--- config.mk ---
export PLATFORM = sky130hd
export DESIGN_NAME = mcu_clk_rst_sup
export DESIGN_NICKNAME = d
export VERILOG_FILES = /design/src/rtl/mcs_pkg.sv /design/src/rtl/sync_ff.sv /design/src/rtl/clk_ratio_div.sv /design/src/rtl/rst_seq.sv /design/src/rtl/mcu_clk_rst_sup.sv
export SDC_FILE = /design/constraint.sdc
export NUM_CORES = 1
export LEC_CHECK = 0
export CORE_UTILIZATION = 50
export DETAILED_ROUTE_END_ITERATION = 16
export PLACE_DENSITY_LB_ADDON = 0.08
export SLEW_MARGIN = 20
export SYNTH_ARGS = -nofsm -noshare
export SYNTH_HDL_FRONTEND = slang
export SYNTH_SLANG_ARGS = --single-unit
export TNS_END_PERCENT = 5
--- constraint.sdc ---
create_clock -name clk -period 2.2 [get_ports clk]
set_clock_uncertainty 0.2 [all_clocks]
set_input_delay 0.55 -clock clk [delete_from_list [all_inputs] [get_ports clk]]
set_output_delay 0.55 -clock clk [all_outputs]
set_load 0.02 [all_outputs]
--- src/rtl/mcs_pkg.sv ---
package mcs_pkg;

    typedef enum logic [2:0] {
        ST_OFF,
        ST_OSC,
        ST_HOLD,
        ST_RUN,
        ST_WDOG
    } sup_state_t;

    typedef logic [1:0] div_code_t;

    localparam int RATIO_W = 6;
    localparam int PCNT_W  = 5;

    function automatic logic [RATIO_W-1:0] div_ratio(input div_code_t c);
        case (c)
            2'd0:    return 6'd1;
            2'd1:    return 6'd8;
            2'd2:    return 6'd16;
            default: return 6'd32;
        endcase
    endfunction

endpackage

--- src/rtl/sync_ff.sv ---
module sync_ff #(
    parameter int W      = 1,
    parameter int STAGES = 2
) (
    input  logic         clk,
    input  logic         rst,
    input  logic [W-1:0] d,
    output logic [W-1:0] q
);
    logic [W-1:0] stg [STAGES];

    always_ff @(posedge clk) begin
        if (rst) begin
            for (int i = 0; i < STAGES; i++) stg[i] <= '0;
        end else begin
            stg[0] <= d;
            for (int i = 1; i < STAGES; i++) stg[i] <= stg[i-1];
        end
    end

    assign q = stg[STAGES-1];
endmodule

--- src/rtl/clk_ratio_div.sv ---
module clk_ratio_div
    import mcs_pkg::*;
(
    input  logic      clk,
    input  logic      rst,
    input  logic      en,
    input  div_code_t code_in,
    output logic      bypass,
    output logic      div_q
);
    div_code_t            act_code;
    logic [PCNT_W-1:0]    pcnt;
    logic [PCNT_W-1:0]    nxt;
    logic [RATIO_W-1:0]   ratio;
    logic [RATIO_W-1:0]   new_ratio;
    logic [RATIO_W-1:0]   load_ratio;
    logic                 wrap;

    always_comb begin
        ratio      = div_ratio(act_code);
        new_ratio  = div_ratio(code_in);
        load_ratio = new_ratio - 6'd1;
        wrap       = ({1'b0, pcnt} == ratio - 6'd1);
        nxt        = wrap ? '0 : pcnt + 1'b1;
    end

    // Pending code is loaded only at the period boundary, so phases never shrink
    always_ff @(posedge clk) begin
        if (rst || !en) begin
            act_code <= code_in;
            pcnt     <= load_ratio[PCNT_W-1:0];
            div_q    <= 1'b0;
        end else begin
            pcnt <= nxt;
            if (wrap) begin
                act_code <= code_in;
                div_q    <= (new_ratio > 6'd1);
            end else begin
                div_q    <= ({1'b0, nxt} < (ratio >> 1));
            end
        end
    end

    assign bypass = (act_code == 2'd0);

    // Phase length tracker for the no-runt check
    logic [5:0] run_len;
    logic       q_d;
    always_ff @(posedge clk) begin
        if (rst) begin
            run_len <= '0;
            q_d     <= 1'b0;
        end else begin
            q_d     <= div_q;
            run_len <= (div_q != q_d) ? 6'd0 : ((run_len == 6'd63) ? run_len : run_len + 6'd1);
        end
    end

    AST_NO_RUNT: assert property (@(posedge clk) disable iff (rst)
        (en && $past(en) && div_q != q_d && act_code != 2'd0 && $past(act_code) != 2'd0)
            |-> run_len >= 6'd3)
        else $error("runt phase on divided clock");

    AST_IDLE_LOW: assert property (@(posedge clk) disable iff (rst)
        !en |=> !div_q)
        else $error("divided clock active while disabled");
endmodule

--- src/rtl/rst_seq.sv ---
module rst_seq
    import mcs_pkg::*;
#(
    parameter int OSC_CYC  = 3580,
    parameter int HOLD_CYC = 16110,
    parameter int WDOG_CYC = 3580000
) (
    input  logic clk,
    input  logic rst,
    input  logic sup_ok,
    input  logic wake,
    input  logic sd,
    input  logic bus_act,
    output logic mcu_rst,
    output logic clk_en
);
    localparam int MAX_AB = (OSC_CYC > HOLD_CYC) ? OSC_CYC : HOLD_CYC;
    localparam int MAXC   = (WDOG_CYC > MAX_AB) ? WDOG_CYC : MAX_AB;
    localparam int CW     = $clog2(MAXC + 1);

    sup_state_t    state;
    logic [CW-1:0] cnt;

    always_ff @(posedge clk) begin
        if (rst || !sup_ok) begin
            state <= ST_OFF;
            cnt   <= '0;
        end else if (sd && state != ST_OFF) begin
            state <= ST_OFF;
            cnt   <= '0;
        end else begin
            unique case (state)
                ST_OFF: begin
                    cnt <= '0;
                    if (wake && !sd) state <= ST_OSC;
                end
                ST_OSC: begin
                    if (cnt == CW'(OSC_CYC - 1)) begin
                        state <= ST_HOLD;
                        cnt   <= '0;
                    end else cnt <= cnt + 1'b1;
                end
                ST_HOLD, ST_WDOG: begin
                    if (cnt == CW'(HOLD_CYC - 1)) begin
                        state <= ST_RUN;
                        cnt   <= '0;
                    end else cnt <= cnt + 1'b1;
                end
                ST_RUN: begin
                    if (bus_act) cnt <= '0;
                    else if (cnt == CW'(WDOG_CYC - 1)) begin
                        state <= ST_WDOG;
                        cnt   <= '0;
                    end else cnt <= cnt + 1'b1;
                end
                default: begin
                    state <= ST_OFF;
                    cnt   <= '0;
                end
            endcase
        end
    end

    assign mcu_rst = (state != ST_RUN);
    assign clk_en  = (state == ST_HOLD) || (state == ST_RUN) || (state == ST_WDOG);

    AST_LOWV_OFF: assert property (@(posedge clk) disable iff (rst)
        !sup_ok |=> state == ST_OFF)
        else $error("no power-down on low supply");

    AST_WAKE_GATED: assert property (@(posedge clk) disable iff (rst)
        (state == ST_OFF && !(wake && !sd)) |=> state == ST_OFF)
        else $error("wake-up without a valid source");

    AST_KICK_HOLDS: assert property (@(posedge clk) disable iff (rst)
        (state == ST_RUN && bus_act && sup_ok && !sd) |=> state == ST_RUN)
        else $error("watchdog fired despite bus activity");

    AST_SD_OFF: assert property (@(posedge clk) disable iff (rst)
        (sd && state != ST_OFF) |=> state == ST_OFF)
        else $error("shutdown ignored");
endmodule

--- src/rtl/mcu_clk_rst_sup.sv ---
module mcu_clk_rst_sup
    import mcs_pkg::*;
#(
    parameter int OSC_CYC  = 3580,
    parameter int HOLD_CYC = 16110,
    parameter int WDOG_CYC = 3580000
) (
    input  logic       clk,
    input  logic       rst,
    input  logic       vmp_ok,
    input  logic       vb_ok,
    input  logic       line_on,
    input  logic       ring_on,
    input  logic       ext_on,
    input  logic       shutdown,
    input  logic       bus_act,
    input  logic       sel_wr,
    input  logic [1:0] sel_code,
    output logic       mcu_clk,
    output logic       mcu_rst,
    output logic       reg_clr
);
    localparam int NFLAG = 5;

    logic [NFLAG-1:0] flags_s;
    logic             sup_ok_s;
    logic             wake_s;
    div_code_t        sel_q;
    logic             clk_en;
    logic             bypass;
    logic             div_q;

    sync_ff #(.W(NFLAG), .STAGES(2)) u_sync (
        .clk (clk),
        .rst (rst),
        .d   ({vmp_ok, vb_ok, line_on, ring_on, ext_on}),
        .q   (flags_s)
    );

    assign sup_ok_s = flags_s[4] & flags_s[3];
    assign wake_s   = |flags_s[2:0];
    assign reg_clr  = rst | ~sup_ok_s;

    always_ff @(posedge clk) begin
        if (reg_clr)     sel_q <= 2'd0;
        else if (sel_wr) sel_q <= sel_code;
    end

    rst_seq #(
        .OSC_CYC  (OSC_CYC),
        .HOLD_CYC (HOLD_CYC),
        .WDOG_CYC (WDOG_CYC)
    ) u_seq (
        .clk     (clk),
        .rst     (rst),
        .sup_ok  (sup_ok_s),
        .wake    (wake_s),
        .sd      (shutdown),
        .bus_act (bus_act),
        .mcu_rst (mcu_rst),
        .clk_en  (clk_en)
    );

    clk_ratio_div u_div (
        .clk     (clk),
        .rst     (rst),
        .en      (clk_en),
        .code_in (sel_q),
        .bypass  (bypass),
        .div_q   (div_q)
    );

    assign mcu_clk = clk_en & (bypass ? clk : div_q);

    AST_SEL_CLEARED: assert property (@(posedge clk) disable iff (rst)
        reg_clr |=> sel_q == 2'd0)
        else $error("divider code survived register clear");

    AST_SEL_KEPT: assert property (@(posedge clk) disable iff (rst)
        (!reg_clr && !sel_wr) |=> $stable(sel_q))
        else $error("divider code changed without a write");
endmodule

==> run metrics <==
Via density 5.41; final WL 4520 µm; Clk Latency, worst-skew pair 0.41 ns; routed len/inst 13.2 µm; Net Sw Frac 0.222; Yosys reg bits 45; final hold violations 0; Top FF cell, synth dfxtp_1; # Max-Cap Violations 0; R2R Path Start u_div.act_code[0]; final core utilization 0.686; sequential cell area fraction in the yosys report 0.427; WP data required 1.45 ns; Slowest-stage cell, CP buf_4; crit path DAT 1.47 ns; Worst Setup End Kind output pin; crit path cell chain clkbuf_8 -> nand2_2 -> a21oi_2 -> buf_4; Gate Count Post-Synth 239; syn_area_per_cell 9.03 µm²; Antenna Cells 0; Worst Setup Start Kind clock port; outcome finished, violations left; DRT iter0 DRCs 79; most frequent cells in the layout 40 x dfxtp_1, 39 x buf_4, 27 x nor3_1; HP Class reg2reg; Net Sw Power 0.333 mW; internal power 1.17 mW; detailed-placement wirelength estimate 3250 µm; final worst path period need 2.22 ns; Syn Nets 256; critical path class clk2out; period utilization 1.01; gr usage total 0.236; DP Cell Count 329; Comb pwr share 0.034; Core Rows 23; commonest non-fill, non-tap cell in the layout dfxtp_1; via count 1,851; sequential share of power 0.552; EDFF count, synth 2; first-pass GRT wire length 7670 µm; Die X 67.7 µm; final std cells w/o fill 342; register area 925 µm²; pin count of the biggest net entering global routing 23; NumNets Final 308; Initial Utilization 0.528; num ports 15; CTS tree yes; antenna viol nets, final 0; P_leak 1.01 nW; area grow syn2layout 29.8%; setup ws final -0.0231 ns; power per cell area 537 mW/mm²; Syn. warnings 0; DR pass1 iterations 4; total gr overflow 0; share of cells above drive strength 1 0.253; Worst Path Max Fanout 2; peak supply drop 413 µV; clock power share 0.415; CP startpoint clk; hold wc startpoint u_sync.stg[0][3]; die area 0.00458 mm²; Hold Worst Slack 0.241 ns; synthesized area 0.00216 mm²; CP max stage delay 0.16 ns; final setup fails 3; count of unique library cells instantiated by Yosys 45; Fillers 356; Tightest Pin Transition 0.306 ns; DRC viols 0; initial antenna violation count 0; violated checks negative setup slack; port buffer count 14; Placer Congestion 0.825; Final Power 1.50 mW; setup TNS -0.0363 ns; Clock transition at path regs 0.08 ns; max-slew violations 0; number of global-route vias before repair 1,754; asr flop ratio synth 0; Rel. slew slack 0.795; DIE HEIGHT 67.7 µm; RSZ-0062 raised after global routing true; core area 0.00409 mm²; Fmax 452 MHz; footprint of the multi-input gates 0.00120 mm²
## metal layers
| layer | GRT usage | vias up | wire (µm) |
|---|---|---|---|
| met4 | 0.130 | 0 | 93 |
| met5 | 0 | - | 0 |
| met3 | 0.0760 | 8 | 190 |
| li1 | - | 944 | - |
| met2 | 0.364 | 29 | 2110 |
| met1 | 0.287 | 870 | 2130 |
## synth_stat cells, types with 2 or more instances
cell type,count,area (µm²)
a21oi_1,5,25.0
nand3_1,13,65.1
dfxtp_1,43,861
nand3b_1,3,22.5
o21ai_0,9,45.0
nor2b_1,11,68.8
nor4_4,2,42.5
edfxtp_1,2,60.1
nor3_1,27,135
mux2i_1,3,30.0
clkbuf_1,7,26.3
nor2_1,19,71.3
and3_1,3,18.8
xnor2_1,20,175
xor2_1,5,43.8
a21o_1,2,15.0
nor4_1,3,18.8
ha_1,5,62.6
buf_4,3,22.5
inv_1,10,37.5
nand2_1,10,37.5
or4b_1,2,20.0
or3_1,5,31.3
nand4_1,6,37.5
## worst max-delay path, delay by kind of cell
kind                   cells  cell delay [ns]
and+or+nand+nor            1             0.05
AOI/OAI and AO/OA          1             0.05
buffers and inverters      2             0.27
## through the flow
| step | worst slack [ns] | area, µm² |
|---|---|---|
| final | -0.0231 | 2800 |
| after global routing | -0.129 | 2800 |
| after CTS | -0.0370 | 2790 |
| after detailed placement | -0.328 | 2620 |
| after global placement | -0.305 | 2620 |
| after floorplan | 0.0261 | 2170 |
## registers in the layout (all words and copies together), names as in the netlist
name,cells
sel_q,2
u_div.act_code,2
u_div.div_q,1
u_div.pcnt,5
u_seq.cnt,22
u_seq.state,3
u_sync.stg,10
## cell families (layout without fill, tap and decap cells)
| logic type | count (synthesis) | count (layout) | synth area share |
|---|---|---|---|
| AO/OA/AOI/OAI | 26 | 26 | 0.0823 |
| AND/OR/NAND/NOR | 112 | 112 | 0.297 |
| adder cells (fa/ha/maj) | 5 | 5 | 0.0290 |
| XOR/XNOR | 25 | 25 | 0.101 |
| buffers and inverters | 22 | 75 | 0.0441 |
| multiplexers | 4 | 4 | 0.0191 |
| flip-flops | 45 | 45 | 0.427 |
## power groups by stage
stage	Combinational [mW]	Sequential, mW	Clock [mW]
6_report	0.0509	0.830	0.624
5_1_grt	0.0549	0.831	0.679
4_1_cts	0.0512	0.830	0.647
3_5_place_dp	0.0489	0.849	0.00759
3_3_place_gp	0.0477	0.849	0.00759
2_1_floorplan	0.0194	0.848	0.00753
## repair_timing
item                                    CTS  global route
buffers inserted                          2             1
hold buffers                              0             0
gates resized for setup                  18             8
endpoints found under the setup margin   30            29
pin swaps                                 9             3
## area by class of cell
| cell class | count | area share |
|---|---|---|
| tap | 50 | 0.0223 |
| multi-input combinational | 172 | 0.427 |
| clock inverter | 3 | 0.00715 |
| clock buffer | 8 | 0.0371 |
| sequential | 45 | 0.330 |
| inverter | 10 | 0.0134 |
| timing repair buffer | 54 | 0.163 |
## worst paths after layout
| check | to | slack, ns | depth (start not counted) |
|---|---|---|---|
| setup / recovery | mcu_clk | -0.02 | 4 |
| setup reg to reg | u_div.div_q | -0.01 | 8 |
| hold / removal | u_sync.stg[0][8] | 0.24 | 1 |
| hold reg to reg | u_sync.stg[0][8] | 0.24 | 1 |
Power figures use the tool's default switching activity.
